`src/rtl/hp_slot_pkg.sv`:
```
package hp_slot_pkg;
  localparam int REG_W  = 16;
  localparam int LANE_W = 8;
  localparam int LANES  = REG_W / LANE_W;

  // slot control field positions
  localparam int C_ABE  = 0;
  localparam int C_PDCE = 3;
  localparam int C_CCIE = 4;
  localparam int C_HPIE = 5;
  localparam int C_ILK  = 11;

  // slot status field positions (events line up with their enables)
  localparam int S_ABP = 0;
  localparam int S_PDC = 3;
  localparam int S_CC  = 4;
  localparam int S_ILK = 7;

  localparam logic [REG_W-1:0] EV_MASK =
    REG_W'((1 << S_ABP) | (1 << S_PDC) | (1 << S_CC));
  localparam logic [REG_W-1:0] CTL_KEEP =
    REG_W'((1 << C_ABE) | (1 << C_PDCE) | (1 << C_CCIE) | (1 << C_HPIE));

  function automatic logic hp_cond(input logic [REG_W-1:0] ctl,
                                   input logic [REG_W-1:0] sts);
    return ctl[C_HPIE] && (|(ctl & sts & EV_MASK));
  endfunction
endpackage

```
`src/rtl/hp_slot_ctl_reg.sv`:
```
module hp_slot_ctl_reg
  import hp_slot_pkg::*;
#(
  parameter int W  = REG_W,
  parameter int LW = LANE_W
) (
  input  logic               clk,
  input  logic               rst_n,
  input  logic               wr_ctl_i,
  input  logic [W/LW-1:0]    be_i,
  input  logic [W-1:0]       data_i,
  output logic [W-1:0]       ctl_q_o,
  output logic [W-1:0]       ctl_nxt_o,
  output logic               touched_o,
  output logic               ilk_toggle_o
);
  localparam int NL = W / LW;
  localparam int ILK_LANE = C_ILK / LW;

  logic [W-1:0] ctl_q;
  logic [W-1:0] merged;

  for (genvar l = 0; l < NL; l++) begin : g_lane
    assign merged[l*LW +: LW] = be_i[l] ? data_i[l*LW +: LW] : ctl_q[l*LW +: LW];
  end

  always_comb begin
    touched_o    = wr_ctl_i && (|be_i);
    ilk_toggle_o = wr_ctl_i && be_i[ILK_LANE] && data_i[C_ILK];
    ctl_nxt_o    = touched_o ? (merged & W'(CTL_KEEP)) : ctl_q;
  end

  always_ff @(posedge clk or negedge rst_n) begin
    if (!rst_n) begin
      ctl_q <= '0;
    end else if (touched_o) begin
      ctl_q <= ctl_nxt_o;
    end
  end

  assign ctl_q_o = ctl_q;
endmodule

```
`src/rtl/hp_slot_sts_reg.sv`:
```
module hp_slot_sts_reg
  import hp_slot_pkg::*;
#(
  parameter int W  = REG_W,
  parameter int LW = LANE_W
) (
  input  logic            clk,
  input  logic            rst_n,
  input  logic            port_rst_i,
  input  logic            wr_sts_i,
  input  logic [W/LW-1:0] be_i,
  input  logic [W-1:0]    data_i,
  input  logic            ilk_toggle_i,
  input  logic            cc_set_i,
  input  logic            ev_attn_i,
  input  logic            ev_pdc_i,
  input  logic            ev_cmd_i,
  output logic [W-1:0]    sts_q_o,
  output logic [W-1:0]    sts_mid_o,
  output logic [W-1:0]    sts_fin_o
);
  localparam int NL = W / LW;

  logic [W-1:0] sts_q;
  logic [W-1:0] clr_v;
  logic [W-1:0] set_v;
  logic         upd;

  for (genvar l = 0; l < NL; l++) begin : g_lane
    assign clr_v[l*LW +: LW] = be_i[l] ? data_i[l*LW +: LW] : '0;
  end

  always_comb begin
    sts_mid_o = sts_q;
    if (port_rst_i) sts_mid_o = sts_mid_o & ~W'(EV_MASK);
    if (wr_sts_i)   sts_mid_o = sts_mid_o & ~(clr_v & W'(EV_MASK));
    if (ilk_toggle_i) sts_mid_o[S_ILK] = ~sts_mid_o[S_ILK];
    set_v         = '0;
    set_v[S_ABP]  = ev_attn_i;
    set_v[S_PDC]  = ev_pdc_i;
    set_v[S_CC]   = ev_cmd_i | cc_set_i;
    sts_fin_o     = sts_mid_o | set_v;
    upd           = (sts_fin_o != sts_q);
  end

  always_ff @(posedge clk or negedge rst_n) begin
    if (!rst_n) begin
      sts_q <= '0;
    end else if (upd) begin
      sts_q <= sts_fin_o;
    end
  end

  assign sts_q_o = sts_q;
endmodule

```
`src/rtl/hp_notify_core.sv`:
```
module hp_notify_core
  import hp_slot_pkg::*;
#(
  parameter int W = REG_W
) (
  input  logic         clk,
  input  logic         rst_n,
  input  logic         msi_en_i,
  input  logic [W-1:0] ctl_nxt_i,
  input  logic [W-1:0] sts_mid_i,
  input  logic [W-1:0] sts_fin_i,
  output logic         flag_q_o,
  output logic         intx_o,
  output logic         msi_req_o
);
  logic flag_q, intx_q, msi_q;
  logic flag_d, intx_d, msi_d;
  logic cond_mid, cond_fin, rise;

  always_comb begin
    cond_mid = hp_cond(ctl_nxt_i, sts_mid_i);
    cond_fin = hp_cond(ctl_nxt_i, sts_fin_i);
    // a rise either at the write/clear stage or at the event-set stage
    rise     = (!flag_q && cond_mid) || (!cond_mid && cond_fin);
    flag_d   = cond_fin;
    intx_d   = cond_fin && !msi_en_i;
    msi_d    = msi_en_i && rise;
  end

  always_ff @(posedge clk or negedge rst_n) begin
    if (!rst_n) begin
      flag_q <= 1'b0;
      intx_q <= 1'b0;
      msi_q  <= 1'b0;
    end else begin
      flag_q <= flag_d;
      intx_q <= intx_d;
      msi_q  <= msi_d;
    end
  end

  assign flag_q_o  = flag_q;
  assign intx_o    = intx_q;
  assign msi_req_o = msi_q;
endmodule

```
`src/rtl/hp_slot_notifier.sv`:
```
module hp_slot_notifier
  import hp_slot_pkg::*;
(
  input  logic        clk,
  input  logic        rst_n,
  input  logic        port_rst_i,
  input  logic        msi_en_i,
  input  logic        wr_en_i,
  input  logic        wr_sel_i,
  input  logic [1:0]  wr_be_i,
  input  logic [15:0] wr_data_i,
  input  logic        rd_sel_i,
  output logic [15:0] rd_data_o,
  input  logic        ev_attn_i,
  input  logic        ev_pdc_i,
  input  logic        ev_cmd_i,
  output logic        intx_o,
  output logic        msi_req_o
);
  logic [REG_W-1:0] ctl_q, ctl_nxt;
  logic [REG_W-1:0] sts_q, sts_mid, sts_fin;
  logic             ctl_touched, ilk_toggle, flag_q;
  logic             wr_ctl, wr_sts;

  assign wr_ctl = wr_en_i && !wr_sel_i;
  assign wr_sts = wr_en_i &&  wr_sel_i;

  hp_slot_ctl_reg u_ctl (
    .clk          (clk),
    .rst_n        (rst_n),
    .wr_ctl_i     (wr_ctl),
    .be_i         (wr_be_i),
    .data_i       (wr_data_i),
    .ctl_q_o      (ctl_q),
    .ctl_nxt_o    (ctl_nxt),
    .touched_o    (ctl_touched),
    .ilk_toggle_o (ilk_toggle)
  );

  hp_slot_sts_reg u_sts (
    .clk          (clk),
    .rst_n        (rst_n),
    .port_rst_i   (port_rst_i),
    .wr_sts_i     (wr_sts),
    .be_i         (wr_be_i),
    .data_i       (wr_data_i),
    .ilk_toggle_i (ilk_toggle),
    .cc_set_i     (ctl_touched),
    .ev_attn_i    (ev_attn_i),
    .ev_pdc_i     (ev_pdc_i),
    .ev_cmd_i     (ev_cmd_i),
    .sts_q_o      (sts_q),
    .sts_mid_o    (sts_mid),
    .sts_fin_o    (sts_fin)
  );

  hp_notify_core u_core (
    .clk       (clk),
    .rst_n     (rst_n),
    .msi_en_i  (msi_en_i),
    .ctl_nxt_i (ctl_nxt),
    .sts_mid_i (sts_mid),
    .sts_fin_i (sts_fin),
    .flag_q_o  (flag_q),
    .intx_o    (intx_o),
    .msi_req_o (msi_req_o)
  );

  assign rd_data_o = rd_sel_i ? sts_q : ctl_q;
endmodule

```
`config.mk`:
```
export PLATFORM = sky130hd
export DESIGN_NAME = hp_slot_notifier
export DESIGN_NICKNAME = d
export VERILOG_FILES = /design/src/rtl/hp_slot_pkg.sv /design/src/rtl/hp_slot_ctl_reg.sv /design/src/rtl/hp_slot_sts_reg.sv /design/src/rtl/hp_notify_core.sv /design/src/rtl/hp_slot_notifier.sv
export SDC_FILE = /design/constraint.sdc
export NUM_CORES = 1
export LEC_CHECK = 0
export BUFFER_PORTS_ARGS = -buffer_cell sky130_fd_sc_hd__buf_2
export CAP_MARGIN = 20
export CORE_MARGIN = 3
export CORE_UTILIZATION = 38
export DETAILED_ROUTE_END_ITERATION = 6
export PLACE_DENSITY = 0.79
export RECOVER_POWER = 50
export SLEW_MARGIN = 20
export SYNTH_ARGS = -nofsm -noshare
export SYNTH_HDL_FRONTEND = slang
export SYNTH_SLANG_ARGS = --single-unit
```
`constraint.sdc`:
```
create_clock -name clk -period 1.69 [get_ports clk]
set_input_delay 0.169 -clock clk [delete_from_list [all_inputs] [get_ports clk]]
set_output_delay 0.169 -clock clk [all_outputs]
set_load 0.1 [all_outputs]
```
==> metrics.csv, run 1 <==
metric;value;unit
Pleak;0.391;nW
min-delay src;msi_en_i;
Reg clk slew, reported paths;0.06;ns
Slowest cell on crit path;dfrtp_1;
Yosys top cell by area;dfrtp_1;
Pre-antenna DRT Iters;4;
Routed WL;1310;µm
number of global-route vias before repair;476;
Hold Crit Endpoint;u_core.intx_o;
grt ovf;0;
Syn Inst Count;56;
cts bufs inserted;3;
setup TNS;0;ns
max_cap viols;0;
Slew @ Worst Pin;0.579;ns
chip height;46.6;µm
routed vias/inst;4.85;
post-synthesis register bit count;11;
Post-DP Area;718;µm²
top_reg_cell synth;dfrtp_1;
Residual DRC;0;
Via Count;485;
Max VDD drop;0.724;mV
Total GRT Usage;0.135;
post-detail-place hpwl;1090;µm
worst skew pair latency;0.27;ns
post-route design area;761;µm²
Post-synth EDFFs;0;
worst setup margin;0.146;ns
Hold WC Path Type;input port to register;
register area share after synthesis;0.440;
worst slack, placed;0.00748;ns
Starting Density;0.411;
placer congestion estimate;0.793;
endpoints failing setup;0;
synthesized area per cell;11.2;µm²
Crit. End Element;register;
wire length per cell;13.1;µm
Power, Total;0.000997;W
Clock Sinks;11;
synth-to-layout area growth;21.6;%
Crit path arrival time;1.69;ns
Clock Path Buffers;2;
RSZ-0062 raised after global routing;false;
core area;1520;µm²
Max Clk Rate;648;MHz
critical path's top delay family;compound AO/OA/AOI/OAI gates;
final period utilization;0.913;
min Tclk post-route;1.54;ns
H-tree Lvls;1;
relative slew slack;0.614;
Worst Skew;0.00109;ns
Post-synth top cells;11 x buf_4, 11 x dfrtp_1, 6 x mux2_2;
synth unique cells;23;
startpoint types;register;
initial antenna violation count;0;
Worst Setup Path Type;register to register;
fin. max-slew vios;0;
number of I/O pins;46;
Syn. warnings;0;
CP bufs+invs;1;
outcome;completed;
Die Span X;46.6;µm
Antenna Nets Post-Route;0;
port bufs;23;
largest net degree at the start of global routing;12;
Antenna Cells;0;
Fin. Hold Viols;0;
cell breakdown of the critical path;nor2b_1, a221o_1, a222oi_1, buf_4, nor3_1;
Final #Nets;113;
FFs w/ async S/R, synth;1.00;
slowest stage delay, CP;0.37;ns
PD cells;1310;nW/µm²
die area;2170;µm²
Reg2Reg Setup Slack;0.15;ns
Worst R2R Start;u_sts.sts_q_o[4];
Synth area leaders;dfrtp_1 44%, buf_4 13%, mux2_2 11%;
Hold Path Depth;2;
Core Rows;14;
layout cell share with drive strength beyond 1;0.405;
Iteration-0 DRC Markers;12;
Worst Reg2Reg Path Length in Cells;5;
worst reg2reg endpoint;u_core.intx_o;
Crit path required time;1.84;ns
Synth top area share;0.440;
clk root buf;clkbuf_4;
first-pass GRT wire length;1980;µm
CTS tree;built;
synthesized cell area;626;µm²
critical path fanouts, max;3;
-- worst max-delay path by stage --
stage                startpoint          endpoint  depth (start not counted)
2_1_floorplan  u_sts.sts_q_o[4]  u_core.msi_req_o                          4
3_3_place_gp         wr_be_i[0]  u_core.msi_req_o                          5
3_5_place_dp         wr_be_i[0]  u_core.msi_req_o                          5
4_1_cts        u_sts.sts_q_o[4]  u_core.msi_req_o                          4
5_1_grt        u_sts.sts_q_o[4]     u_core.intx_o                          5
6_report       u_sts.sts_q_o[4]     u_core.intx_o                          5
-- final cells by class --
class                      instances  area [µm²]
fill                             149         763
multi-input combinational         42         300
sequential                        11         275
timing repair buffer              25         131
clock buffer                       4        26.3
tap                               16        20.0
inverter                           2        7.51
-- placed cells by master, fill, tap and decap left out --
cell           count
dfrtp_1           11
clkbuf_1           2
conb_1            11
nor3_1             1
nor2b_1            3
a222oi_1           1
inv_1              2
dlygate4sd3_1      1
nand3b_4           1
or2_1              1
a221o_1            1
nand4_1            3
buf_2             22
mux2_1             1
nor2_1             1
mux2i_1            1
nor4_1             1
xnor2_1            1
and4_1             2
buf_4              1
mux2_2             5
a21o_1             1
nand3_1            1
a32o_1             1
nand2_1            1
clkbuf_4           3
nor2b_2            1
a31o_2             1
and2_1             2
-- cell families after synthesis --
group / after synthesis / share of synthesized area
XOR/XNOR: 1 / 0.0140
multiplexers: 7 / 0.124
buffers and inverters: 13 / 0.144
other: 1 / 0.00599
AND/OR/NAND/NOR: 18 / 0.198
AO/OA/AOI/OAI: 5 / 0.0740
flip-flops: 11 / 0.440
-- where the power goes --
part / internal, W / switching (W) / total (W)
logic: 0.0000978 / 0.000389 / 0.000486
registers: 0.000311 / 0.0000224 / 0.000333
clock network: 0.0000915 / 0.0000859 / 0.000177
total: 0.000500 / 0.000497 / 0.000997
-- metal layers --
layer	GRT usage	wire (µm)
met5	0	0
met3	0.0352	96
met1	0.150	534
met2	0.234	655
met4	0.0682	27
-- sequential cells by signal (all words and copies together), names as in the netlist --
signal,cells
u_core.flag_q_o,1
u_core.intx_o,1
u_ctl.ctl_q_o,4
u_sts.sts_q_o,4
u_core.msi_req_o,1
-- per-stage QoR --
| stage | hold WS [ns] | cells | util |
|---|---|---|---|
| 2_1_floorplan | -0.127 | 66 | - |
| 3_3_place_gp | 0.0466 | 94 | 0.471 |
| 3_5_place_dp | 0.0495 | 94 | 0.471 |
| 4_1_cts | 0.0620 | 99 | 0.495 |
| 5_1_grt | 0.0535 | 100 | 0.499 |
| 6_report | 0.0629 | 100 | 0.499 |
-- what timing repair did --
action | in CTS | in global routing
hold buffers | 1 | 0
hold endpoints to repair | 11 | 0
buffers inserted | 0 | 1
gates resized for setup | 0 | 0
setup endpoints to repair | 0 | 1
Power figures use the tool's default switching activity.
==> run 2: changes to the inputs <==
--- a/config.mk
+++ b/config.mk
@@ -5,12 +5,13 @@
 export SDC_FILE = /design/constraint.sdc
 export NUM_CORES = 1
 export LEC_CHECK = 0
+export ABC_AREA = 1
 export BUFFER_PORTS_ARGS = -buffer_cell sky130_fd_sc_hd__buf_2
 export CAP_MARGIN = 20
 export CORE_MARGIN = 3
-export CORE_UTILIZATION = 38
+export CORE_UTILIZATION = 40
 export DETAILED_ROUTE_END_ITERATION = 6
-export PLACE_DENSITY = 0.79
+export PLACE_DENSITY = 0.81
 export RECOVER_POWER = 50
 export SLEW_MARGIN = 20
 export SYNTH_ARGS = -nofsm -noshare
==> metrics.csv, run 2 <==
metric;value;unit;change
min Tclk post-route;1.37;ns;-0.175 ns
Antenna Nets Post-Route;0;;unchanged
Synth top area share;0.409;;-0.0311
routed wl met3;124;µm;+29%
Max Clk Rate;731;MHz;+13%
met2 wire len;681;µm;+4.0%
outcome;completed;;
worst slack, placed;0.507;ns;+0.499 ns
Antenna Cells;0;;unchanged
Die Span X;47.0;µm;+0.96%
Pleak;0.477;nW;+22%
chip height;47.0;µm;+0.96%
clk root buf;clkbuf_4;;
CTS resizes;0;;unchanged
Slew @ Worst Pin;0.609;ns;+0.0300 ns
Crit path arrival time;1.20;ns;-0.49 ns
largest net degree at the start of global routing;12;;unchanged
Clock Path Buffers;2;;unchanged
cts bufs inserted;3;;unchanged
Residual DRC;0;;unchanged
Post-synth top cells;25 x nand2_1, 13 x nor2_1, 12 x inv_1;;
post-synthesis register bit count;11;;unchanged
simple-gate share of the synthesized area;0.305;;+0.107
Crit. End Element;output port;;
post-synthesis mux area share;0.0167;;-0.107
Post-synth EDFFs;0;;unchanged
Hold WC Path Type;input port to register;;
number of global-route vias before repair;518;;+8.8%
CTS tree;built;;
fin. max-slew vios;0;;unchanged
RSZ-0062 raised after global routing;false;;
Synth Area in XOR/XNOR;0.0130;;-0.000989
synthesized area per cell;7.40;µm²;-34%
Top Metal Used;met4;;
port bufs;23;;unchanged
Worst Setup Path Type;register to output port;;
PD cells;1220;nW/µm²;-6.8%
most common cell in the netlist;nand2_1;;
relative slew slack;0.594;;-0.0200
startpoint types;register;;
Core Rows;14;;unchanged
Synth area leaders;dfrtp_1 41%, nand2_1 14%, buf_4 12%;;
core area;1540;µm²;+1.1%
Yosys top cell by area;dfrtp_1;;
Fin Hold WS;0.0679;ns;+0.00502 ns
grt ovf;0;;unchanged
register area share after synthesis;0.409;;-0.0311
commonest non-fill, non-tap cells in the layout;25 x nand2_1, 22 x buf_2, 12 x inv_1, 12 x nor2_1;;
H-tree Lvls;1;;unchanged
Final #Nets;146;;+29%
initial antenna violation count;0;;unchanged
layout cell share with drive strength beyond 1;0.291;;-0.114
# Post-CTS Setup Buffers;0;;unchanged
wire length per cell;10.2;µm;-22%
final period utilization;0.810;;-0.104
routed vias/inst;4.72;;-2.6%
Routed WL;1360;µm;+3.2%
max_cap viols;0;;unchanged
FFs w/ async S/R, synth;1.00;;unchanged
Worst Skew;0.00664;ns;+0.00555 ns
endpoints failing setup;0;;unchanged
critical path fanouts, max;2;;-1
placer congestion estimate;0.872;;+10%
number of I/O pins;46;;unchanged
Adder-Cell Fraction of Synth Area;0;;unchanged
synthesized cell area;673;µm²;+7.6%
Total GRT Usage;0.130;;-0.00541
setup TNS;0;ns;unchanged
Max VDD drop;0.573;mV;-21%
most common cell after layout, fill and taps aside;nand2_1;;
synth unique cells;18;;-22%
Pre-antenna DRT Iters;5;;+1
Reg clk slew, reported paths;0.07;ns;about the same
Starting Density;0.437;;+0.0262
M1 WL;538;µm;+0.75%
Crit path required time;1.52;ns;-0.32 ns
Syn Inst Count;91;;+63%
Core Util, Final;0.521;;+0.0219
Clock Sinks;11;;unchanged
post-synthesis compound-gate area fraction;0.0539;;-0.0201
Syn. warnings;0;;unchanged
first-pass GRT wire length;2040;µm;+2.8%
CTS Hold Bufs;1;;unchanged
worst setup margin;0.322;ns;+0.175 ns
Via Count;628;;+29%
post-detail-place hpwl;1060;µm;-3.0%
die area;2210;µm²;+1.9%
Iteration-0 DRC Markers;9;;-3
Fin. Hold Viols;0;;unchanged
synth-to-layout area growth;19.3;%;
top_reg_cell synth;dfrtp_1;;
largest family of logic cells by synthesized area;simple AND/OR/NAND/NOR gates;;
worst skew pair latency;0.26;ns;about the same
==> run 2: final timing paths <==
| path | start | slack (ns) | depth (start not counted) | to |
|---|---|---|---|---|
| setup / recovery | u_sts.sts_q_o[0] | 0.32 | 2 | rd_data_o[0] |
| hold / removal | msi_en_i | 0.07 | 2 | u_core.intx_o |
| setup reg to reg | u_sts.sts_q_o[4] | 0.60 | 8 | u_core.intx_o |
| hold reg to reg | u_core.flag_q_o | 0.49 | 3 | u_core.msi_req_o |
| max in group asynchronous | rst_n | 0.86 | 2 | u_ctl.ctl_q_o[5] |
| min in group asynchronous | rst_n | 0.43 | 2 | u_sts.sts_q_o[7] |
==> run 2: final cells by class <==
cell class,count,area (µm²)
inverters,12,45.0
flip-flops and latches,11,275
well taps,16,20.0
clock buffers,4,26.3
fillers,155,738
multi-input cells,66,313
repair buffers,24,124
==> run 2: worst max-delay path, stage by stage, from the launching register on <==
cell	delay (ns)
dfrtp_1	0.38
mux2_2	0.26
buf_2	0.29
==> run 2: metrics by stage <==
stage | std cells | total power (W) | instance area (µm²)
2_1_floorplan | 101 | 0.000757 | 721
3_3_place_gp | 128 | 0.000805 | 768
3_5_place_dp | 128 | 0.000810 | 768
4_1_cts | 133 | 0.000992 | 805
5_1_grt | 133 | 0.00104 | 803
6_report | 133 | 0.000981 | 803
==> run 2: kinds of logic (layout without fill, tap and decap cells) <==
logic type | after synthesis | in the layout
AND/OR/NAND/NOR | 47 | 47
AO/OA/AOI/OAI | 6 | 6
multiplexers | 1 | 1
XOR/XNOR | 1 | 1
other | 1 | 11
flip-flops | 11 | 11
buffers and inverters | 24 | 40
==> run 2: layer usage <==
| metal | track usage | vias up |
|---|---|---|
| li1 | - | 311 |
| met1 | 0.159 | 280 |
| met2 | 0.211 | 35 |
| met3 | 0.0268 | 2 |
| met4 | 0.0718 | 0 |
| met5 | 0 | - |
==> run 2: where the power goes <==
| part | internal [W] | switching, W | leakage (nW) |
|---|---|---|---|
| logic | 0.0000792 | 0.000400 | 0.332 |
| registers | 0.000308 | 0.0000189 | 0.131 |
| clock network | 0.0000911 | 0.0000840 | 0.0150 |
==> run 3: changes to the inputs <==
--- a/config.mk
+++ b/config.mk
@@ -9,9 +9,9 @@
 export BUFFER_PORTS_ARGS = -buffer_cell sky130_fd_sc_hd__buf_2
 export CAP_MARGIN = 20
 export CORE_MARGIN = 3
-export CORE_UTILIZATION = 40
+export CORE_UTILIZATION = 36
 export DETAILED_ROUTE_END_ITERATION = 6
-export PLACE_DENSITY = 0.81
+export PLACE_DENSITY = 0.77
 export RECOVER_POWER = 50
 export SLEW_MARGIN = 20
 export SYNTH_ARGS = -nofsm -noshare
==> constraint.sdc (replaced) <==
create_clock -name clk -period 1.2 [get_ports clk]
set_input_delay 0.12 -clock clk [delete_from_list [all_inputs] [get_ports clk]]
set_output_delay 0.12 -clock clk [all_outputs]
set_load 0.1 [all_outputs]
==> metrics.csv, run 3 (synthesis gave the netlist of run 2 again) <==
metric;value;unit;change
Total GRT Usage;0.127;;-0.00318
largest net degree at the start of global routing;12;;unchanged
grt ovf;0;;unchanged
Top Metal Used;met4;;
post-route design area;936;µm²;+17%
first-pass GRT wire length;2330;µm;+15%
layout cell share with drive strength beyond 1;0.336;;+0.0455
die area;2420;µm²;+9.7%
Fin. Hold Viols;0;;unchanged
Residual DRC;0;;unchanged
Slew @ Worst Pin;0.574;ns;-0.0354 ns
number of I/O pins;46;;unchanged
Hold Path Depth;2;;unchanged
fin. max-slew vios;0;;unchanged
Max VDD drop;0.756;mV;+32%
Die Span X;49.2;µm;+4.7%
core area;1750;µm²;+13%
Multi-input gate area;344;µm²;+10%
PD cells;1630;nW/µm²;+34%
CTS tree;built;;
placer congestion estimate;0.745;;-15%
Core Rows;15;;+1
clk root buf;clkbuf_4;;
port bufs;23;;unchanged
Hold WC Path Type;input port to register;;
Crit. End Element;output port;;
Fin Hold WS;0.0202;ns;-0.0477 ns
Worst Reg2Reg Path Length in Cells;8;;unchanged
cts bufs inserted;3;;unchanged
final period utilization;1.02;;
Crit path required time;1.08;ns;-0.44 ns
Placed Instances;138;;+7.8%
Crit path arrival time;1.10;ns;-0.10 ns
most common cell after layout, fill and taps aside;nand2_1;;
worst skew pair latency;0.27;ns;about the same
routed vias/inst;4.23;;-10%
Routed WL;1400;µm;+3.2%
routed wl met3;109;µm;-12%
Via Count;609;;-3.0%
Post-DP Area;867;µm²;+13%
Clock Path Buffers;2;;unchanged
Fill cells;185;;+19%
Reg clk slew, reported paths;0.07;ns;about the same
worst reg2reg endpoint;u_core.intx_o;;
endpoints failing setup;1;;+1
Antenna Cells;0;;unchanged
post-detail-place hpwl;1120;µm;+6.0%
Starting Density;0.386;;-0.0510
startpoint types;register;;
relative slew slack;0.618;;+0.0236
Iteration-0 DRC Markers;12;;+3
Finished Layout Cells;144;;+8.3%
storage element area;275;µm²;unchanged
Final #Nets;148;;+1.4%
min Tclk post-route;1.22;ns;
Critical Path End;rd_data_o[0];;
number of global-route vias before repair;541;;+4.4%
chip height;49.2;µm;+4.7%
Clock Sinks;11;;unchanged
Antenna Nets Post-Route;0;;unchanged
Pleak;0.519;nW;+8.8%
Pre-antenna DRT Iters;4;;-1
H-tree Lvls;1;;unchanged
failing checks;negative setup slack;;
critical path fanouts, max;2;;unchanged
RSZ-0062 raised after global routing;true;;
initial antenna violation count;0;;unchanged
worst setup margin;-0.0244;ns;-0.346 ns
outcome;complete, but fails checks;;
M1 WL;619;µm;+15%
synth-to-layout area growth;39.0;%;
Worst Setup Path Type;register to output port;;
wire length per cell;9.72;µm;-4.7%
Worst Setup SP;u_ctl.ctl_q_o[0];;
Reg2Reg Setup Slack;0.06;ns;-0.54 ns
commonest non-fill, non-tap cells in the layout;25 x nand2_1, 17 x buf_2, 11 x inv_1, 11 x conb_1, 11 x dfrtp_1;;
Max Clk Rate;817;MHz;
Worst Skew;0.00177;ns;-0.00487 ns
Worst R2R Start;u_sts.sts_q_o[3];;
met2 wire len;629;µm;-7.6%
max_cap viols;0;;unchanged
==> run 3: area by class of cell <==
cell class	instances	area share
timing repair buffer	26	0.229
multi-input combinational	66	0.368
clock buffer	4	0.0281
tap	25	0.0334
inverter	12	0.0481
sequential	11	0.294
==> run 3: metrics by stage <==
step	worst slack (ns)	total power [W]	setup TNS, ns	util
floorplan	0.110	0.00108	0	-
global placement	0.124	0.00123	0	0.497
detailed placement	0.0770	0.00125	0	0.497
CTS	-0.0229	0.00153	-0.0229	0.534
global route	-0.0510	0.00159	-0.0510	0.536
finish	-0.0244	0.00153	-0.0244	0.536
==> run 3: report_power, final <==
| part | internal (W) | leakage (nW) | switching [W] |
|---|---|---|---|
| registers | 0.000434 | 0.131 | 0.0000338 |
| logic | 0.000215 | 0.373 | 0.000596 |
| clock network | 0.000129 | 0.0150 | 0.000121 |
| total | 0.000778 | 0.519 | 0.000751 |
==> run 3: how the worst min path moves through the flow <==
stage          startpoint          endpoint  slack [ns]
5_1_grt          msi_en_i     u_core.intx_o        0.02
3_5_place_dp        rst_n  u_sts.sts_q_o[4]      -0.003
2_1_floorplan       rst_n   u_core.flag_q_o       -0.18
4_1_cts          msi_en_i     u_core.intx_o        0.01
3_3_place_gp        rst_n  u_ctl.ctl_q_o[4]      -0.005
6_report         msi_en_i     u_core.intx_o        0.02
==> run 3: critical path, stage by stage, from the launching register on <==
cell and delay [ns]:
dfrtp_1 0.38, mux2_4 0.29, buf_12 0.17
==> run 3: repair_timing <==
| action | 4_1_cts | 5_1_grt |
|---|---|---|
| hold buffers | 1 | 0 |
| pin swaps | 0 | 1 |
| buffers inserted | 1 | 0 |
| endpoints found under the hold margin | 11 | 0 |
| setup endpoints to repair | 2 | 6 |
| resized for setup | 6 | 3 |
==> run 3: layer usage <==
metal,GRT usage,vias up
met3,0.0214,5
li1,-,314
met1,0.161,258
met5,0,-
met2,0.194,32
met4,0.0853,0
